$ cat config.mk
export PLATFORM = sky130hd
export DESIGN_NAME = bcd_calendar
export DESIGN_NICKNAME = d
export VERILOG_FILES = /design/src/rtl/bcd_calendar.sv
export SDC_FILE = /design/constraint.sdc
export NUM_CORES = 1
export LEC_CHECK = 0
export ABC_AREA = 1
export CAP_MARGIN = 0
export CORE_ASPECT_RATIO = 1.1
export CORE_MARGIN = 2
export CORE_UTILIZATION = 30
export CTS_BUF_LIST = sky130_fd_sc_hd__clkbuf_4
export DETAILED_ROUTE_END_ITERATION = 10
export DONT_BUFFER_PORTS = 1
export PLACE_DENSITY = 0.46
export SKIP_CTS_REPAIR_TIMING = 1
export SLEW_MARGIN = 40
export SYNTH_ARGS = -nofsm -noshare
export SYNTH_HDL_FRONTEND = slang
export SYNTH_SLANG_ARGS = --single-unit
$ cat constraint.sdc
create_clock -name clk -period 3.37 [get_ports clk]
set_input_delay 0.674 -clock clk [delete_from_list [all_inputs] [get_ports clk]]
set_output_delay 0.674 -clock clk [all_outputs]
set_load 0.02 [all_outputs]
$ cat src/rtl/bcd_calendar.sv
module bcd_calendar (
  input  logic       clk,
  input  logic       rst_n,
  input  logic       tick_1hz,
  input  logic       count_en,
  input  logic       adj,
  input  logic       wr_en,
  input  logic [3:0] wr_sel,
  input  logic [3:0] wr_data,
  output logic [7:0] sec_bcd,
  output logic [7:0] min_bcd,
  output logic [7:0] hour_bcd,
  output logic [7:0] day_bcd,
  output logic [7:0] month_bcd,
  output logic [7:0] year_bcd,
  output logic [2:0] weekday,
  output logic [1:0] leap_cnt,
  output logic       sec_stb,
  output logic       min_stb
);

  function automatic logic [7:0] bcd_inc(input logic [7:0] v);
    if (v[3:0] >= 4'd9) return {v[7:4] + 4'd1, 4'd0};
    return {v[7:4], v[3:0] + 4'd1};
  endfunction

  function automatic logic [7:0] month_len(input logic [7:0] m, input logic [1:0] lp);
    case (m)
      8'h02:                      return (lp == 2'd0) ? 8'h29 : 8'h28;
      8'h04, 8'h06, 8'h09, 8'h11: return 8'h30;
      default:                    return 8'h31;
    endcase
  endfunction

  logic adj_q;
  wire adj_rise = adj & ~adj_q;
  wire tick_go  = tick_1hz & count_en & ~wr_en & ~adj_rise;
  wire sec_wrap = sec_bcd == 8'h59;
  wire c_min  = ~wr_en & ((tick_go & sec_wrap) | (adj_rise & (sec_bcd >= 8'h30)));
  wire c_hour = c_min  & (min_bcd == 8'h59);
  wire c_day  = c_hour & (hour_bcd == 8'h23);
  wire c_mon  = c_day  & (day_bcd >= month_len(month_bcd, leap_cnt));
  wire c_year = c_mon  & (month_bcd >= 8'h12);

  always_ff @(posedge clk) begin
    if (!rst_n) begin
      adj_q     <= 1'b0;
      sec_bcd   <= 8'h00;
      min_bcd   <= 8'h00;
      hour_bcd  <= 8'h00;
      day_bcd   <= 8'h01;
      month_bcd <= 8'h01;
      year_bcd  <= 8'h00;
      weekday   <= 3'd0;
      leap_cnt  <= 2'd0;
      sec_stb   <= 1'b0;
      min_stb   <= 1'b0;
    end else begin
      adj_q   <= adj;
      sec_stb <= tick_go;
      min_stb <= c_min;
      if (wr_en) begin
        case (wr_sel)
          4'd0:  sec_bcd[3:0]   <= wr_data;
          4'd1:  sec_bcd[7:4]   <= {1'b0, wr_data[2:0]};
          4'd2:  min_bcd[3:0]   <= wr_data;
          4'd3:  min_bcd[7:4]   <= {1'b0, wr_data[2:0]};
          4'd4:  hour_bcd[3:0]  <= wr_data;
          4'd5:  hour_bcd[7:4]  <= {2'b0, wr_data[1:0]};
          4'd6:  weekday        <= wr_data[2:0];
          4'd7:  day_bcd[3:0]   <= wr_data;
          4'd8:  day_bcd[7:4]   <= {2'b0, wr_data[1:0]};
          4'd9:  month_bcd[3:0] <= wr_data;
          4'd10: month_bcd[7:4] <= {3'b0, wr_data[0]};
          4'd11: year_bcd[3:0]  <= wr_data;
          4'd12: year_bcd[7:4]  <= wr_data;
          4'd13: leap_cnt       <= wr_data[1:0];
          default: ;
        endcase
      end else begin
        if (adj_rise)     sec_bcd <= 8'h00;
        else if (tick_go) sec_bcd <= sec_wrap ? 8'h00 : bcd_inc(sec_bcd);
        if (c_min)  min_bcd  <= (min_bcd == 8'h59) ? 8'h00 : bcd_inc(min_bcd);
        if (c_hour) hour_bcd <= (hour_bcd == 8'h23) ? 8'h00 : bcd_inc(hour_bcd);
        if (c_day) begin
          weekday <= (weekday >= 3'd6) ? 3'd0 : weekday + 3'd1;
          day_bcd <= (day_bcd >= month_len(month_bcd, leap_cnt)) ? 8'h01 : bcd_inc(day_bcd);
        end
        if (c_mon) month_bcd <= (month_bcd >= 8'h12) ? 8'h01 : bcd_inc(month_bcd);
        if (c_year) begin
          year_bcd <= (year_bcd == 8'h99) ? 8'h00 : bcd_inc(year_bcd);
          leap_cnt <= leap_cnt + 2'd1;
        end
      end
    end
  end

endmodule

# Word level (Yosys, flattened, before mapping)
# Cells that the tools add are included.
[word_totals]
word_cells = 202
output_inout_bits = 55
input_bits = 14
ff_bits = 56
[op_classes]
eq_ne = 36
n_lt_le_gt_ge = 11
reduce_logical = 29
n_bitwise = 15
addsub = 14
muxes = 80
[ops]
columns = ["cell", "n"]
rows = [
  ["$mux W8", 34],
  ["$add A4 B1 Y4 const B", 12],
  ["$mux W4", 12],
  ["$ne A2 B1 Y1 const B", 14],
  ["$mux W1", 26],
  ["$eq A4 B4 Y1 const B", 6],
  ["$ge A4 B4 Y1 const B", 6],
  ["$reduce_and A3 Y1", 6],
  ["$reduce_bool A3 Y1", 6],
  ["$eq A4 B3 Y1 const B", 4],
  ["$eq A8 B3 Y1 const B", 2],
  ["$eq A8 B7 Y1 const B", 2],
  ["$ge A8 B8 Y1", 2],
  ["$reduce_and A2 Y1", 8],
  ["$mux W3", 4],
  ["$and A1 B1 Y1", 11],
  ["$pmux W5 S2", 1],
  ["$reduce_bool A2 Y1", 5],
  ["$eq A4 B2 Y1 const B", 2],
  ["$eq A8 B2 Y1 const B", 1],
  ["$eq A8 B4 Y1 const B", 1],
  ["$eq A8 B5 Y1 const B", 1],
  ["$eq A8 B6 Y1 const B", 1],
  ["$eq A8 B8 Y1 const B", 1],
  ["other kinds (13)", 17],
]

# Longest topological paths before layout
# Gate-level depths: netlist (run 1).
[depth]
word_depth = 18
ltp_mapped = 20
depth_no_buf = 20

# Least setup slack after synthesis (run 1)
# Ideal clock, no wire load.
[synth_path]
path_kind = "register to register"
startpoint = "register month_bcd[0]"
endpoint = "register year_bcd[4]"
path_slack_ns = 0.831
synth_period_minus_slack_ns = 2.539
arrival_ns = 2.423
setup_time_ns = 0.115
n_path_buf = 0
path_stages_with_launch = 18
cell_sequence = "dfxtp_1 -> inv_1 -> ha_1 -> o21ai_0 -> o21ai_0 -> a32oi_1 -> nand2_1 -> inv_1 -> ha_1 -> nand2_1 -> nor3_1 -> nand3_1 -> nand3_1 -> inv_1 -> nor2_4 -> nand3_4 -> a21oi_1 -> nor2_1"
[synth_between]
elab_chain_len = 8
[synth_lines]
columns = ["item", "line_no", "text"]
rows = [
  ["start: declaration", "14", "output logic [7:0] month_bcd,"],
  ["start signal: assignment", "73", "4'd9: month_bcd[3:0] <= wr_data;"],
  ["start signal: assignment", "89", "if (c_mon) month_bcd <= (month_bcd >= 8'h12) ? 8'h01 : bcd_inc(month_bcd);"],
  ["$eq A8 B3 Y1, or another cell as far along", "28", "case (m)"],
  ["$reduce_or A4 Y1", "28", ""],
  ["$pmux W5 S2", "28", ""],
  ["$ge A8 B8 Y1", "42", "wire c_mon = c_day & (day_bcd >= month_len(month_bcd, leap_cnt));"],
  ["$and A1 B1 Y1", "42", ""],
  ["$and A1 B1 Y1 (*)", "43", "wire c_year = c_mon & (month_bcd >= 8'h12);"],
  ["$reduce_bool A2 Y1 (no source line) (*)", "--", ""],
  ["$reduce_and A3 Y1 (no source line) (*)", "--", ""],
  ["end signal: assignment", "76", "4'd12: year_bcd[7:4] <= wr_data;"],
  ["end signal: assignment", "91", "year_bcd <= (year_bcd == 8'h99) ? 8'h00 : bcd_inc(year_bcd);"],
  ["end: declaration", "15", "output logic [7:0] year_bcd,"],
]
# Mark *: on every way between the ends. The rest lies on a longest branch, timed or not.
# A chain may end at the register's enable or synchronous reset.

# Final worst setup path (run 1)
[layout_path]
startpoint = "register month_bcd[1]"
endpoint = "register month_bcd[2]"
[layout_between]
elab_chain_len = 9
[layout_lines]
columns = ["item"]
rows = [
  ["branches (longest 9 deep; another with $ge A8 B8 Y1)"],
]
# Several ways; the timed one is not identified. The select of a mux whose other input is x is not followed.

==> results of run 1 <==
==> worst max-delay path by stage <==
stage / end / depth (start not counted) / startpoint / slack (ns)
finish: month_bcd[2] / 17 / month_bcd[1] / 0.49
global route: month_bcd[4] / 17 / month_bcd[1] / 0.04
CTS: month_bcd[6] / 17 / month_bcd[1] / 0.45
detailed placement: month_bcd[6] / 17 / month_bcd[1] / 0.48
global placement: month_bcd[5] / 17 / month_bcd[1] / 0.58
floorplan: year_bcd[4] / 17 / month_bcd[0] / 0.83
==> flip-flops by register name, summed over array words and instances (netlist names) <==
name       flops
min_bcd        8
adj_q          1
sec_stb        1
hour_bcd       8
month_bcd      8
leap_cnt       2
day_bcd        8
min_stb        1
sec_bcd        8
weekday        3
year_bcd       8
==> logic make-up (layout without fill, tap and decap cells) <==
family | after synthesis | count (layout) | synth area share (%)
xor gates and xnor gates | 17 | 17 | 3.96
AOI/OAI and AO/OA | 120 | 120 | 18.0
DFF | 56 | 56 | 29.8
buffers and inverters | 89 | 88 | 9.01
adders and majority gates | 39 | 39 | 13.0
other | 0 | 1 | 0
and+or+nand+nor | 219 | 219 | 26.3
==> cell type report <==
type	instances	share of cell area (%)
Inverter	80	7.61
Clock buffer	6	1.13
Tap cell	154	4.84
Timing Repair Buffer	1	0.189
Multi-Input combinational cell	395	57.9
Clock inverter	1	0.126
Sequential cell	56	28.2
Antenna cell	1	0.0629
==> worst max-delay path: cells and delay by family (launching register included) <==
family | cells | cell delay (ns)
and+or+nand+nor | 7 | 0.69
adders and majority gates | 2 | 0.32
buffers and inverters | 4 | 0.43
AOI/OAI and AO/OA | 4 | 0.76
DFF | 1 | 0.58
==> per-stage QoR <==
step,setup slack (ns),instances
6_report,0.490,694
2_1_floorplan,0.831,540
3_3_place_gp,0.581,686
4_1_cts,0.452,693
5_1_grt,0.0429,694
3_5_place_dp,0.483,686
==> cells in the final DEF, fill, tap and decap left out, types with 2 or more instances in the layout <==
cell	instances
xor2_1	9
nand2_1	86
a31oi_1	20
nand2_2	3
or2_2	4
nor3_1	10
o21ai_0	58
nand3_1	48
nand4_1	3
inv_1	77
ha_1	39
o21ai_1	2
nor2_1	55
xnor2_1	8
dfxtp_1	56
a211oi_1	2
a21oi_2	4
a21oi_1	25
clkbuf_4	6
o21ai_2	3
o211ai_1	2
nor2_2	3
==> power by group <==
| part | internal [uW] | switching, uW |
|---|---|---|
| logic | 53.9 | 105 |
| clock network | 85.7 | 227 |
| registers | 685 | 58.5 |
==> cell usage after synthesis (2+ instances only) <==
master    number  area share (%)
dfxtp_1       56              30
xnor2_1        8             1.9
xor2_1         9             2.1
o211ai_1       2            0.40
o21ai_1        2            0.27
nand2_2        3            0.50
clkbuf_1       6            0.60
a21oi_1       25             3.3
o21ai_2        3            0.70
nor2_2         3            0.50
o21ai_0       58             7.7
a211oi_1       2            0.40
ha_1          39              13
nor2_1        55             5.5
nor3_1        10             1.3
a21oi_2        4            0.93
nand2_1       86             8.6
inv_1         77             7.7
nand3_1       48             6.4
or2_2          4            0.67
buf_2          2            0.27
a31oi_1       20             3.3
nand4_1        3            0.50
==> per-layer routing <==
| metal | vias to the layer above | part of all wire, % | track usage (%) |
|---|---|---|---|
| met2 | 65 | 47 | 27.0 |
| li1 | 1784 | - | - |
| met1 | 1600 | 46 | 19.8 |
| met4 | 0 | 1.8 | 4.92 |
| met3 | 9 | 5.6 | 3.80 |
| met5 | - | 0 | 0 |
==> flow_summary.ini, run 1 <==
[timing]
worstMarginPinSlew_ns = 0.700
setup_viol = 0
min_period_ns = 2.88
timing.hold.ws_ns = 0.361
max_slew_margin_pct = 53.0
finalSetupTns_ns = 0
rsz0062_at_grt = false
finalHoldViolations = 0
drv_slew = 0
clock_skew_ns = 0.0103
max_freq_ghz = 0.347
post-route-period-util_pct = 85.5

[synth]
ys_types = 38
yosys_warnings = 0
ys_seq_area_share_pct = 29.8
synthArstFlopShare_pct = 0
netlist_area_um2 = 3760
syn_area_per_cell_um2 = 6.97
synth-seq-cells = 56
synth_fp_nets = 593
synthesis.instances = 540
synth_ff_type = dfxtp_1
synth_edf_count = 0

[clocking]
cts-root-buf = clkbuf_4
cts_max_level = 2
cts_tree = built
clockBufferDepth = 2
clock_latency_ns = 0.39
clk_transition_reported_paths_ns = 0.17
cts_sinks = 56
numCtsBuffers = 5

[grt]
grt_pass1_vias = 3284
grt_start_max_net_pins = 40
grt_pass1_wl_um = 17100
antenna_found_initial = 1
grt_usage_pct = 15.8
overflow = 0

[setup_path]
r2r_slack_ns = 0.49
r2r_end = month_bcd[2]
path_cells = inv_1 -> ha_1 -> o21ai_0 -> o21ai_0 -> a32oi_1 -> nand2_1 -> inv_1 -> ha_1 -> nand2_1 -> nor3_1 -> nand3_1 -> nand3_1 -> inv_1 -> o21ai_2 -> inv_1 -> nor2_1 -> nor2_1
max_stage_delay_ns = 0.58
path_common_cell = inv_1
worstPathRequired_ns = 3.68
rr_startpoint = month_bcd[1]
cp_data_arrival_time_ns = 3.19
critPathLaunchType = register
critPathKind = register to register
worstPathMaxFanout = 7
cpMaxStageDelayCell = dfxtp_1
ff2ff_path_depth = 17
endpoint_kind = register

[hold_path]
hold_path.class = primary input to register
hp-start = adj
whs_path_depth = 2
whs_endpoint = adj_q

[floorplan]
rows = 42
die_x_um = 111
dieArea_um2 = 13500
start_util_pct = 31.0
num_io_pins = 69
core_area_um2 = 12100
die_h_um = 121

[pwr]
power_uw = 1210
p_leak_uw = 0.00176
power.density_nw_per_um2 = 305
peakVddDrop_mv = 0.130

[layout]
syn_to_final_growth_pct = 5.75
regArea_um2 = 1120
finish.utilization_pct = 32.8
multiInputGateArea_um2 = 2300
layout-drive-gt1-share_pct = 6.12
design_area_um2 = 3980
fillers = 1349
nets = 592

[detailed_routing]
postRouteAntennaNets = 0
totalWireLength_um = 10500
first_iter_violations = 185
vias_per_cell = 4.98
num_vias = 3458
post-route-drc-count = 0
drt_first_pass_iters = 4
wl_per_cell_um = 15.2

[placement]
gp_congestion = 0.791
placed_cell_area_um2 = 3930
place_hpwl_um = 7820
io_buffers = 0

[outcome]
status = finished clean

[flow_run]
maxCapViolCount = 0
Note: power is estimated with default switching activity, not from simulation.
==> run 2, diff against run 1 <==
Clock period 3.37 ns to 3.5 ns, I/O delays scaled along.
==> flow_summary.ini, run 2 (synthesis results as in run 1) <==
[outcome]
status = finished clean

[setup_path]
critical_path_buf_inv_count = 4
path_cells = inv_1 -> ha_1 -> o21ai_0 -> o21ai_0 -> a32oi_1 -> nand2_1 -> inv_1 -> ha_1 -> nand2_1 -> nor3_1 -> nand3_1 -> nand3_1 -> inv_1 -> o21ai_2 -> inv_1 -> nor2_1 -> nor2_1
endpoint_kind = register
worstPathMaxFanout = 7
worstPathRequired_ns = 3.81
cp-endpoint = month_bcd[2]
r2r_end = month_bcd[2]
r2r_slack_ns = 0.62
rr_startpoint = month_bcd[1]
cp_num_cells = 17
critPathKind = register to register
cp_top_family = compound AO/OA/AOI/OAI gates
cp-startpoint = month_bcd[1]
path_common_cell = inv_1
critPathLaunchType = register
cp_data_arrival_time_ns = 3.19
ff2ff_path_depth = 17
max_stage_delay_ns = 0.57
cpMaxStageDelayCell = dfxtp_1

[placement]
io_buffers = 0
gp_congestion = 0.761
place_hpwl_um = 7790
placed_cells = 686

[layout]
final_cell_mix = nand2_1 (86), inv_1 (77), o21ai_0 (58)
nets = 592
syn_to_final_growth_pct = 6.42
fin_cells = 695
layout-drive-gt1-share_pct = 5.93
final_common_cell = nand2_1

[pwr]
internal_power_uw = 857
pwr-share-seq_pct = 57.6
p_switching_uw = 385
clockPowerShare_pct = 30.1
p_leak_uw = 0.00177
peakVddDrop_mv = 0.136
p_comb_share_pct = 12.3
power.density_nw_per_um2 = 310
swShare_pct = 31.0

[clocking]
cts_max_level = 2
clk_transition_reported_paths_ns = 0.18
cts_sinks = 56
numCtsBuffers = 5
clockBufferDepth = 2
cts-root-buf = clkbuf_4
clock_latency_ns = 0.41
cts_tree = built

[timing]
finalSetupTns_ns = 0
drv_slew = 0
post-route-period-util_pct = 82.3
min_period_ns = 2.88
worstMarginPinSlew_ns = 0.662
max_slew_margin_pct = 55.8
max_freq_ghz = 0.347
rsz0062_at_grt = false
finalHoldViolations = 0
clock_skew_ns = 0.0153
setup_viol = 0

[floorplan]
rows = 42
start_util_pct = 31.0
num_io_pins = 69
die_h_um = 121
die_x_um = 111
dieArea_um2 = 13500
core_area_um2 = 12100

[hold_path]
hp-start = adj
hold_path.class = primary input to register

[grt]
grt.busiest_layer = met2
grt_pass1_vias = 3255
grt_use_met3_pct = 4.00
grt_usage_pct = 15.8
grtUsageMet1_pct = 19.3
overflow = 0
grt_start_max_net_pins = 40
grt_pass1_wl_um = 16900
antenna_found_initial = 1
use_met2_pct = 27.4

[detailed_routing]
vias_per_cell = 4.99
drt_first_pass_iters = 5
postRouteAntennaNets = 0
num_vias = 3469
post-route-drc-count = 0
wl_per_cell_um = 15.1
totalWireLength_um = 10500
first_iter_violations = 190

[flow_run]
maxCapViolCount = 0
run 2: changes by cell type in the layout (fill, tap and decap cells not counted):
cell       previous run  this run
clkinv_1              1         3
bufinv_16             0         1
clkbuf_4              6         5
clkinv_2              1         0
run 2: how the worst min path moves through the flow:
| stage | end | slack (ns) | cells after the start |
|---|---|---|---|
| final | adj_q | 0.37 | 2 |
| after CTS | adj_q | 0.35 | 2 |
| after global routing | adj_q | 0.35 | 2 |
| after floorplan | month_bcd[7] | 0.53 | 2 |
| after global placement | month_bcd[7] | 0.55 | 2 |
| after detailed placement | month_bcd[7] | 0.55 | 2 |
run 2: worst register-to-register path: cells and delay by family (launching register included):
kind	cells	cell delay, ns
compound gates	4	0.78
simple gates	7	0.70
flops	1	0.57
buf+inv	4	0.44
fa+ha+maj	2	0.31
run 2: cell type report:
cell class                 instances  area, um2
antenna                            1       2.50
clock buffer                       5       37.5
clock inverter                     3       37.5
fill                            1336       8140
inverter                          80        303
multi-input combinational        395       2300
sequential                        56       1120
tap                              154        193
timing repair buffer               1       7.51
run 2: layer usage:
layer	vias up	routed length, um
met5	-	0
met4	0	145
met3	8	558
met2	65	5020
met1	1609	4750
li1	1787	-
run 2: stage by stage:
stage	setup WS [ns]	utilization (%)	power, uW	instance area [um2]	hold slack (ns)
after global placement	0.693	32.3	882	3930	0.551
after global routing	0.145	33.0	1320	4000	0.347
after CTS	0.578	33.0	1260	4000	0.352
after detailed placement	0.613	32.3	884	3930	0.552
after floorplan	0.961	-	845	3760	0.527
final	0.620	33.0	1240	4000	0.372
run 2: power by group through the flow:
stage / Combinational, uW / Clock, uW / Sequential [uW]
global route: 179 / 417 / 721
CTS: 155 / 393 / 717
finish: 153 / 374 / 716
floorplan: 125 / 0 / 720
detailed placement: 154 / 0 / 730
global placement: 152 / 0 / 730
==> run 3, diff against run 2 <==
Settings changed: ABC_AREA 1 to 0, PLACE_DENSITY 0.46 to 0.47.
Clock period 3.5 ns to 2.6 ns, I/O delays scaled along.
==> flow_summary.ini, run 3 <==
[floorplan]
rows = 43
core_area_um2 = 12500
start_util_pct = 30.5
num_io_pins = 69
die_h_um = 122
die_x_um = 111
dieArea_um2 = 13600

[placement]
gp_congestion = 0.810
placed_cell_area_um2 = 4420
io_buffers = 0
place_hpwl_um = 8990

[hold_path]
hp-start = rst_n
whs_path_depth = 1
whs_endpoint = day_bcd[0]
hold_path.class = primary input to register

[timing]
fin_ws_ns = -0.414
max_slew_margin_pct = 50.6
clock_skew_ns = 0.0112
finalHoldViolations = 0
max_freq_ghz = 0.332
worstMarginPinSlew_ns = 0.741
drv_slew = 0
rsz0062_at_grt = true
post-route-period-util_pct = 116
finalSetupTns_ns = -6.29
min_period_ns = 3.01
timing.hold.ws_ns = 0.179
setup_viol = 26

[synth]
ys_seq_area_share_pct = 29.5
syn_area_per_cell_um2 = 8.01
synthArstFlopShare_pct = 0
synthMuxAreaShare_pct = 2.43
synth_top_family_by_area = compound AO/OA/AOI/OAI gates
synth_ff_type = dfxtp_1
synth-compound-area-share_pct = 27.3
synth-simple-area-share_pct = 22.1
synthesis.instances = 475
yosys-top-cells-area = dfxtp_1 (29%), ha_1 (13%), o21ai_0 (5.3%)
netlist_top_cells_count = dfxtp_1 (56), nand2_1 (49), o21ai_0 (40), ha_1 (39), inv_1 (34)
synth_fp_nets = 528
synthAdderAreaFrac_pct = 12.8
synth_edf_count = 0
synth_top_area_share_pct = 29.5
synth-seq-cells = 56
yosys_warnings = 0
ys_types = 64
yosysMostFrequentCell = dfxtp_1
netlist_area_um2 = 3810
yosys.area.top_type = dfxtp_1
synth_xor_area_share_pct = 0.230

[clocking]
numCtsBuffers = 5
cts_tree = built
clock_latency_ns = 0.42
cts_max_level = 2
clockBufferDepth = 2
cts-root-buf = clkbuf_4
cts_sinks = 56
clk_transition_reported_paths_ns = 0.17

[setup_path]
cp_data_arrival_time_ns = 3.35
r2r_slack_ns = -0.41
max_stage_delay_ns = 0.52
ff2ff_path_depth = 15
cpMaxStageDelayCell = or4b_4
critPathKind = register to register
path_cells = inv_2 -> ha_4 -> mux2_4 -> nand2_2 -> o21ai_2 -> a31oi_1 -> ha_1 -> or4b_4 -> nand4_1 -> a21oi_2 -> buf_4 -> a21oi_2 -> buf_6 -> a211oi_2 -> a211oi_1
rr_startpoint = month_bcd[4]
endpoint_kind = register
worstPathMaxFanout = 6
path_common_cell = a21oi_2
critical_path_buf_inv_count = 3
cp-startpoint = month_bcd[4]
critPathLaunchType = register
cp_top_family = simple AND/OR/NAND/NOR gates
r2r_end = month_bcd[1]
worstPathRequired_ns = 2.93

[pwr]
power.density_nw_per_um2 = 333
peakVddDrop_mv = 0.236
p_leak_uw = 0.00184

[layout]
antenna_cells = 0
nets = 580
fillers = 1330
syn_to_final_growth_pct = 22.2
design_area_um2 = 4650
regArea_um2 = 1130
finish.utilization_pct = 37.2
final_common_cell = buf_4
final_cell_mix = buf_4 (64), dfxtp_1 (51), nand2_1 (47)
layout-drive-gt1-share_pct = 21.6
multiInputGateArea_um2 = 2630

[detailed_routing]
drt_first_pass_iters = 5
postRouteAntennaNets = 0
vias_per_cell = 5.51
wl_per_cell_um = 18.0
num_vias = 3774
first_iter_violations = 257
totalWireLength_um = 12300
post-route-drc-count = 0

[flow_run]
maxCapViolCount = 0

[grt]
grt_usage_pct = 18.1
grt_pass1_wl_um = 19600
grt_pass1_vias = 3682
antenna_found_initial = 0
overflow = 0
grt_start_max_net_pins = 46

[outcome]
status = complete, but fails checks
violations = negative setup slack
## run 3: where the power goes
part / internal (uW) / switching [uW] / total, uW
combinational: 85.7 / 142 / 228
clock: 126 / 303 / 428
sequential: 873 / 20.2 / 893
total: 1080 / 465 / 1550
## run 3: area by class of cell
type	count	share of cell area [%]
Clock buffer	7	1.13
Clock inverter	1	0.0807
Inverter	34	2.80
Multi-Input combinational cell	364	56.5
Sequential cell	56	24.4
Tap cell	157	4.22
Timing Repair Buffer	66	10.8
## run 3: how the worst max path moves through the flow
stage              endpoint  slack [ns]  cells past startpoint
6_report       month_bcd[1]       -0.41                     15
5_1_grt        month_bcd[1]       -0.55                     15
4_1_cts         year_bcd[0]       -0.40                     13
3_5_place_dp    year_bcd[4]       -0.32                     13
3_3_place_gp    year_bcd[5]       -0.25                     13
2_1_floorplan   year_bcd[0]       -0.13                     14
## run 3: metal layers
layer / global-route usage, % / up-vias / routed length, um
li1: - / 1841 / -
met1: 23.2 / 1797 / 5410
met2: 30.3 / 119 / 5790
met3: 4.43 / 17 / 916
met4: 5.86 / 0 / 218
met5: 0 / - / 0
## run 3: cells by family (layout without fill, tap and decap cells)
kind of cell             count (synthesis)  count (layout)
AND/OR/NAND/NOR                        161             161
AO/OA/AOI/OAI                          154             154
flip-flops                              56              56
buffers and inverters                   55             108
adder cells (fa/ha/maj)                 39              39
multiplexers                             9               9
XOR/XNOR                                 1               1
## run 3: stage by stage
step	instances	power [uW]	setup WS, ns
3_3_place_gp	671	1130	-0.253
6_report	685	1550	-0.414
4_1_cts	679	1580	-0.396
5_1_grt	685	1640	-0.550
2_1_floorplan	475	1070	-0.127
3_5_place_dp	671	1130	-0.319
## run 3: worst register-to-register path: cells and delay by family, from the launching register on
family,cells,cell delay [ns]
AOI/OAI and AO/OA,6,0.74
DFF,1,0.40
and+or+nand+nor,3,0.78
adders and majority gates,2,0.40
muxes,1,0.26
buffers and inverters,3,0.35
